**src/rtl/smi_pkg.sv**
```systemverilog
package smi_pkg;

   typedef enum logic {
      ROUTE_PIN    = 1'b0,
      ROUTE_SERIAL = 1'b1
   } smi_route_e;

   typedef struct packed {
      logic       enable;
      logic       status;
      smi_route_e route;
   } smi_ctl_t;

endpackage

```
**src/rtl/smi_trigger.sv**
```systemverilog
module smi_trigger #(
   parameter int NSRC = 2
) (
   input  logic            clk_i,
   input  logic            rst_ni,
   input  logic [NSRC-1:0] wr_i,
   input  logic            seq_start_i,
   output logic            event_o
);

   generate
      if (NSRC < 1) begin : g_bad_nsrc
         $error("smi_trigger: NSRC must be at least 1");
      end
   endgenerate

   logic [NSRC-1:0] hit;

   generate
      for (genvar i = 0; i < NSRC; i++) begin : g_src
         assign hit[i] = wr_i[i] & seq_start_i;
      end
   endgenerate

   // any number of simultaneous sources folds into one event
   assign event_o = |hit;


   no_launch_no_event_chk: assert property (@(posedge clk_i) disable iff (!rst_ni)
      !seq_start_i |-> !event_o);


   no_write_no_event_chk: assert property (@(posedge clk_i) disable iff (!rst_ni)
      (wr_i == '0) |-> !event_o);

endmodule

```
**src/rtl/smi_ctl_reg.sv**
```systemverilog
module smi_ctl_reg
   import smi_pkg::*;
#(
   parameter int CFG_W   = 32,
   parameter int EN_BIT  = 24,
   parameter int STS_BIT = 25,
   parameter int RTE_BIT = 26
) (
   input  logic             clk_i,
   input  logic             rst_ni,
   input  logic             event_i,
   input  logic             cfg_wr_i,
   input  logic [CFG_W-1:0] cfg_wdata_i,
   output smi_ctl_t         ctl_o,
   output logic [CFG_W-1:0] cfg_rdata_o
);

   generate
      if (EN_BIT >= CFG_W || STS_BIT >= CFG_W || RTE_BIT >= CFG_W) begin : g_bad_pos
         $error("smi_ctl_reg: control bit outside the word");
      end
      if (EN_BIT == STS_BIT || EN_BIT == RTE_BIT || STS_BIT == RTE_BIT) begin : g_bad_overlap
         $error("smi_ctl_reg: control bits overlap");
      end
   endgenerate

   smi_ctl_t ctl_q;
   logic     clr_req;

   assign clr_req = cfg_wr_i & cfg_wdata_i[STS_BIT];

   always_ff @(posedge clk_i or negedge rst_ni) begin
      if (!rst_ni) begin
         ctl_q.enable <= 1'b0;
         ctl_q.route  <= ROUTE_PIN;
      end else if (cfg_wr_i) begin
         ctl_q.enable <= cfg_wdata_i[EN_BIT];
         ctl_q.route  <= smi_route_e'(cfg_wdata_i[RTE_BIT]);
      end
   end

   // a new event outranks a simultaneous clear so no event is lost
   always_ff @(posedge clk_i or negedge rst_ni) begin
      if (!rst_ni)       ctl_q.status <= 1'b0;
      else if (event_i)  ctl_q.status <= 1'b1;
      else if (clr_req)  ctl_q.status <= 1'b0;
   end

   assign ctl_o = ctl_q;

   always_comb begin
      cfg_rdata_o          = '0;
      cfg_rdata_o[EN_BIT]  = ctl_q.enable;
      cfg_rdata_o[STS_BIT] = ctl_q.status;
      cfg_rdata_o[RTE_BIT] = ctl_q.route;
   end


   event_sets_status_chk: assert property (@(posedge clk_i) disable iff (!rst_ni)
      event_i |=> ctl_q.status);


   w1c_clears_status_chk: assert property (@(posedge clk_i) disable iff (!rst_ni)
      (!event_i && cfg_wr_i && cfg_wdata_i[STS_BIT]) |=> !ctl_q.status);


   status_sticky_chk: assert property (@(posedge clk_i) disable iff (!rst_ni)
      (!event_i && !(cfg_wr_i && cfg_wdata_i[STS_BIT])) |=> $stable(ctl_q.status));


   ctl_hold_chk: assert property (@(posedge clk_i) disable iff (!rst_ni)
      !cfg_wr_i |=> ($stable(ctl_q.enable) && $stable(ctl_q.route)));

endmodule

```
**src/rtl/smi_route.sv**
```systemverilog
module smi_route
   import smi_pkg::*;
#(
   parameter bit OUT_REG = 1'b0
) (
   input  logic     clk_i,
   input  logic     rst_ni,
   input  smi_ctl_t ctl_i,
   output logic     smi_pin_o,
   output logic     smi_serial_o
);

   logic active;
   logic pin_d, ser_d;

   assign active = ctl_i.status & ctl_i.enable;
   assign pin_d  = active & (ctl_i.route == ROUTE_PIN);
   assign ser_d  = active & (ctl_i.route == ROUTE_SERIAL);

   generate
      if (OUT_REG) begin : g_reg
         logic pin_q, ser_q;
         always_ff @(posedge clk_i or negedge rst_ni) begin
            if (!rst_ni) begin
               pin_q <= 1'b0;
               ser_q <= 1'b0;
            end else begin
               pin_q <= pin_d;
               ser_q <= ser_d;
            end
         end
         assign smi_pin_o    = pin_q;
         assign smi_serial_o = ser_q;
      end else begin : g_comb
         assign smi_pin_o    = pin_d;
         assign smi_serial_o = ser_d;


         smi_needs_enable_chk: assert property (@(posedge clk_i) disable iff (!rst_ni)
            !(ctl_i.enable && ctl_i.status) |-> !(smi_pin_o || smi_serial_o));
      end
   endgenerate


   one_path_only_chk: assert property (@(posedge clk_i) disable iff (!rst_ni)
      $onehot0({smi_pin_o, smi_serial_o}));

endmodule

```
**src/rtl/power_smi_gen.sv**
```systemverilog
module power_smi_gen
   import smi_pkg::*;
#(
   parameter int CFG_W   = 32,
   parameter int EN_BIT  = 24,
   parameter int STS_BIT = 25,
   parameter int RTE_BIT = 26,
   parameter bit OUT_REG = 1'b0
) (
   input  logic             clk_i,
   input  logic             rst_ni,
   input  logic             sock_wr_i,
   input  logic             pwr_wr_i,
   input  logic             seq_start_i,
   input  logic             cfg_wr_i,
   input  logic [CFG_W-1:0] cfg_wdata_i,
   output logic [CFG_W-1:0] cfg_rdata_o,
   output logic             smi_pin_o,
   output logic             smi_serial_o
);

   localparam int NSRC = 2;

   logic     evt;
   smi_ctl_t ctl;

   smi_trigger #(.NSRC(NSRC)) u_trig (
      .clk_i       (clk_i),
      .rst_ni      (rst_ni),
      .wr_i        ({pwr_wr_i, sock_wr_i}),
      .seq_start_i (seq_start_i),
      .event_o     (evt)
   );

   smi_ctl_reg #(
      .CFG_W   (CFG_W),
      .EN_BIT  (EN_BIT),
      .STS_BIT (STS_BIT),
      .RTE_BIT (RTE_BIT)
   ) u_ctl (
      .clk_i       (clk_i),
      .rst_ni      (rst_ni),
      .event_i     (evt),
      .cfg_wr_i    (cfg_wr_i),
      .cfg_wdata_i (cfg_wdata_i),
      .ctl_o       (ctl),
      .cfg_rdata_o (cfg_rdata_o)
   );

   smi_route #(.OUT_REG(OUT_REG)) u_route (
      .clk_i        (clk_i),
      .rst_ni       (rst_ni),
      .ctl_i        (ctl),
      .smi_pin_o    (smi_pin_o),
      .smi_serial_o (smi_serial_o)
   );


   pwr_write_sets_chk: assert property (@(posedge clk_i) disable iff (!rst_ni)
      (pwr_wr_i && seq_start_i) |=> cfg_rdata_o[STS_BIT]);

endmodule

```
**config.mk**
```make
export PLATFORM = sky130hd
export DESIGN_NAME = power_smi_gen
export DESIGN_NICKNAME = d
export VERILOG_FILES = /design/src/rtl/smi_pkg.sv /design/src/rtl/smi_trigger.sv /design/src/rtl/smi_ctl_reg.sv /design/src/rtl/smi_route.sv /design/src/rtl/power_smi_gen.sv
export SDC_FILE = /design/constraint.sdc
export NUM_CORES = 1
export LEC_CHECK = 0
export BUFFER_PORTS_ARGS = -buffer_cell sky130_fd_sc_hd__clkbuf_2
export CAP_MARGIN = 20
export CORE_MARGIN = 3
export CORE_UTILIZATION = 25
export CTS_CLUSTER_SIZE = 12
export DETAILED_ROUTE_END_ITERATION = 12
export PLACE_DENSITY = 0.91
export SLEW_MARGIN = 20
export SYNTH_ARGS = -nofsm -noshare
export SYNTH_HDL_FRONTEND = slang
export SYNTH_SLANG_ARGS = --single-unit
```
**constraint.sdc**
```tcl
create_clock -name clk_i -period 2.2 [get_ports clk_i]
set_input_delay 0.66 -clock clk_i [delete_from_list [all_inputs] [get_ports clk_i]]
set_output_delay 0.66 -clock clk_i [all_outputs]
set_load 0.05 [all_outputs]
```
# Word level (Yosys, flattened, before mapping)

Cells that the tools add are included.
Widths: inputs -> output; s select.

Bits of input ports: 38
Bits in registers: 3
Logic and storage cells: 14

Reduce and logical (&&, ||, !) cells: 2
Multiplexer cells: 2
Bitwise operators: 7

Operators with widths:

| kind              | count |
|---|---|
| $and 1x1->1       | 6 |
| $mux 1            | 2 |
| $reduce_bool 2->1 | 1 |
| $reduce_or 2->1   | 1 |
| $not 1->1         | 1 |

# Longest topological paths before layout

Word-level depth: 3
Depth in mapped cells: 2
Gate-level depth less buffers: 2

# By module

From an unflattened synthesis, not the netlist that was laid out.

Cell total of the unflattened synthesis: 43
Area, all modules: 376.6 um^2

By module, submodules not included:

| module      | cells each | times used | area an instance (um^2) |
|---|---|---|---|
| smi_ctl_reg | 40         | 1          | 352.8 |
| smi_route   | 2          | 1          | 16.3 |
| smi_trigger | 1          | 1          | 7.5 |

# Least setup slack after synthesis

No wires, ideal clock.

Kind: register -> output
Start point: reg u_ctl.ctl_q (netlist bit u_ctl.cfg_rdata_o[25])
End point: out smi_pin_o
Arrival time: 1.386 ns
Buffers on the path: 0
Cell stages (with the launch flop): 3
Path slack: 0.154 ns
Path through: dfrtp_1 > nand2_1 > nor2_1

Word-level cells in the longest chain between the ends: 2

RTL lines:

| element         | line                | RTL |
|---|---|---|
| start, declared | smi_ctl_reg.sv:27   | `smi_ctl_t ctl_q;` |
| $and 1x1->1     | smi_route.sv:16     | `assign active = ctl_i.status & ctl_i.enable;` |
| $and 1x1->1     | smi_route.sv:17     | `assign pin_d = active & (ctl_i.route == ROUTE_PIN);` |
| end, declared   | power_smi_gen.sv:18 | `output logic smi_pin_o,` |

Every way passes these cells.

# Worst setup path after layout

Start point: reg u_ctl.ctl_q (netlist bit u_ctl.cfg_rdata_o[24])
End point: out smi_serial_o

Word-level cells in the longest chain between the ends: 2

RTL lines:

| element       | line                | RTL |
|---|---|---|
| $and 1x1->1   | smi_route.sv:16     |  |
| $and 1x1->1   | smi_route.sv:18     | `assign ser_d = active & (ctl_i.route == ROUTE_SERIAL);` |
| end, declared | power_smi_gen.sv:19 | `output logic smi_serial_o` |

Every way passes these cells.

==> results.md <==
* Status: finished clean
* Via Count at roughly 210
* Placed cell count at 67
* Routed length per instance at around 7.0 µm
* Distinct cell type count after synthesis at 9
* Clock tree sinks at 3
* Internal at 0.147 mW
* CP Data Required Time at 1.54 ns
* Setup-failing EPs final at 0
* Area Growth Syn to Fin at -1.07%
* Total Routing Usage GR at 5.38%
* GPL Wtd Cong at 0.685
* Reg2reg setup slack at about 1.4 ns
* Clock skew at 0 ns
* GRT overflow at 0
* Cell count after synthesis at 41
* Rows at 12
* Setup Buffers After CTS at 0
* Pwr Total at 0.329 mW
* Initial antenna violation count at 0
* HPWL Detailed at 462 µm
* RSZ-0062 raised after global routing: no
* Final antenna-violating net count at 0
* Hold Fails Final Rpt at 0
* Die Y at 43.5 µm
* Largest net degree at the start of global routing at 5
* Crit Path Max Fanout at 4
* Reg power frac at 20.1%
* Setup CP Type: reg2out
* Die ar. at ~1900 µm²
* YS warnings at 0
* Final min period at 1.70 ns
* Commonest non-fill, non-tap cell in the layout: conb_1
* Maxcap violations at 0
* Crit share post-route at 77.2%
* Average vias per placed instance at 3.01
* CP cell instances: and3_1, clkbuf_2
* FMAX at 589 MHz
* Peak supply drop at 0.000287 V
* Share of layout cells above drive strength 1 at 33.3%
* Net count, final at 96
* Sw Ratio at a little under three fifths
* CTS tree: done
* Port bufs at 13
* Worst setup EP type: output port
* Final Util at 28.6%
* Ant. Diodes at 0
* Clock Path Buffers at 2
* H-tree depth at 1
* Max reg flops at 3
* Combinational Power Share at between 50% and 60%
* Cell Area, Synth at 352 µm²
* Die X at around 44 µm
* Drt initial violations at 1
* DRC at 0
* P_sw at 0.182 mW
* Cell area after layout at 348 µm²
* Synth Area per Inst at 8.58 µm²
* Initial Utilization at between 20% and 30%
* Total core area at 1220 µm²
* Cts bufs inserted at 3
* Worst-Skew Late Latency at 0.23 ns
* Post-CTS sizing at 0
* Seq cells post-synth at 3
* Post-synthesis sequential area ratio at 21.4%
* Clock slew seen by the registers of the worst setup and hold paths at 0.04 ns
* Total negative slack at 0 ns
* Routed Wire Length at 497 µm
* Hold-fix buffers, CTS at 0
* Commonest cells after routing, fill and taps aside: 29 x conb_1, 13 x clkbuf_2, 3 x clkbuf_4, 3 x dfrtp_1
* Critical Path Source Type: register
* CP peak stage delay at 0.37 ns
* Placed cell area at approximately 320 µm²
* Slew Limit Fails at 0
* Clock share of power at 28.5%
* Lkg Pwr at 0.224 nW
* Pwr/cell area at 945 nW/µm²
* CP bufs+invs at 1
* Crit-path slowest cell: dfrtp_1
* Top delay family on crit path: flip-flops
* Pre-antenna DRT Iters at 2
* Vias in the first global route at around 170
* Final Non-Filler Cells at 71
* CTS root buf: clkbuf_4
* First-pass GRT wire length at 669 µm
* Min-Delay Path Class: in2async
* # IOs at 72
* Critical path arrival at 1.04 ns
==> cell usage after synthesis <==
cell	instances	share of area, %
nand2_1	2	2.1
dfrtp_1	3	21
a21bo_2	1	2.8
buf_4	29	62
nor2_1	1	1.1
and3_1	1	1.8
mux2_2	2	6.4
conb_1	1	1.1
o21ai_0	1	1.4
==> logic make-up (layout without fill, tap and decap cells) <==
| logic type | Yosys count | in the layout | share of synthesized area [%] |
|---|---|---|---|
| simple gates | 4 | 4 | 4.98 |
| flops | 3 | 3 | 21.4 |
| compound gates | 2 | 2 | 4.27 |
| buf+inv | 29 | 17 | 61.9 |
| mux | 2 | 2 | 6.41 |
| other cells | 1 | 29 | 1.07 |
==> area by class of cell <==
type                       instances  area, µm²
timing repair buffer              13       65.1
sequential                         3       75.1
multi-input combinational         37        164
clock buffer                       4       26.3
fill                             135        868
tap                               14       17.5
==> metal layers <==
layer / track usage [%] / part of all wire (%) / vias to the layer above / routed length (µm)
met5: 0 / 0 / - / 0
met1: 4.40 / 24 / 94 / 121
met4: 9.04 / 0 / 0 / 0
met2: 8.26 / 60 / 20 / 300
met3: 1.24 / 15 / 0 / 74
li1: - / - / 100 / -
==> power by group through the flow <==
| stage | Clock, mW | Sequential [mW] | Combinational [mW] |
|---|---|---|---|
| 6_report | 0.0936 | 0.0660 | 0.169 |
| 5_1_grt | 0.107 | 0.0672 | 0.175 |
| 3_5_place_dp | 0 | 0.0667 | 0.168 |
| 2_1_floorplan | 0 | 0.0856 | 0.171 |
| 3_3_place_gp | 0 | 0.0662 | 0.167 |
| 4_1_cts | 0.100 | 0.0660 | 0.168 |
==> path summary, 6_finish.rpt <==
kind / startpoint / to / cells past startpoint
worst max register to register: u_ctl.cfg_rdata_o[24] / u_ctl.cfg_rdata_o[24] / 1
min in group clk_i: u_ctl.cfg_rdata_o[26] / u_ctl.cfg_rdata_o[26] / 1
worst min register to register: u_ctl.cfg_rdata_o[26] / u_ctl.cfg_rdata_o[26] / 1
max in group asynchronous: rst_ni / u_ctl.cfg_rdata_o[25] / 1
worst max-delay path: u_ctl.cfg_rdata_o[24] / smi_serial_o / 2
worst min-delay path: rst_ni / u_ctl.cfg_rdata_o[24] / 1
==> per-stage QoR <==
stage / worst slack, ns / hold slack [ns]
floorplan: 0.154 / 0.364
global placement: 0.754 / 0.456
detailed placement: 0.737 / 0.457
CTS: 0.485 / 0.208
global route: 0.422 / 0.208
finish: 0.503 / 0.219
No activity file was read; power rests on OpenSTA's default activity.
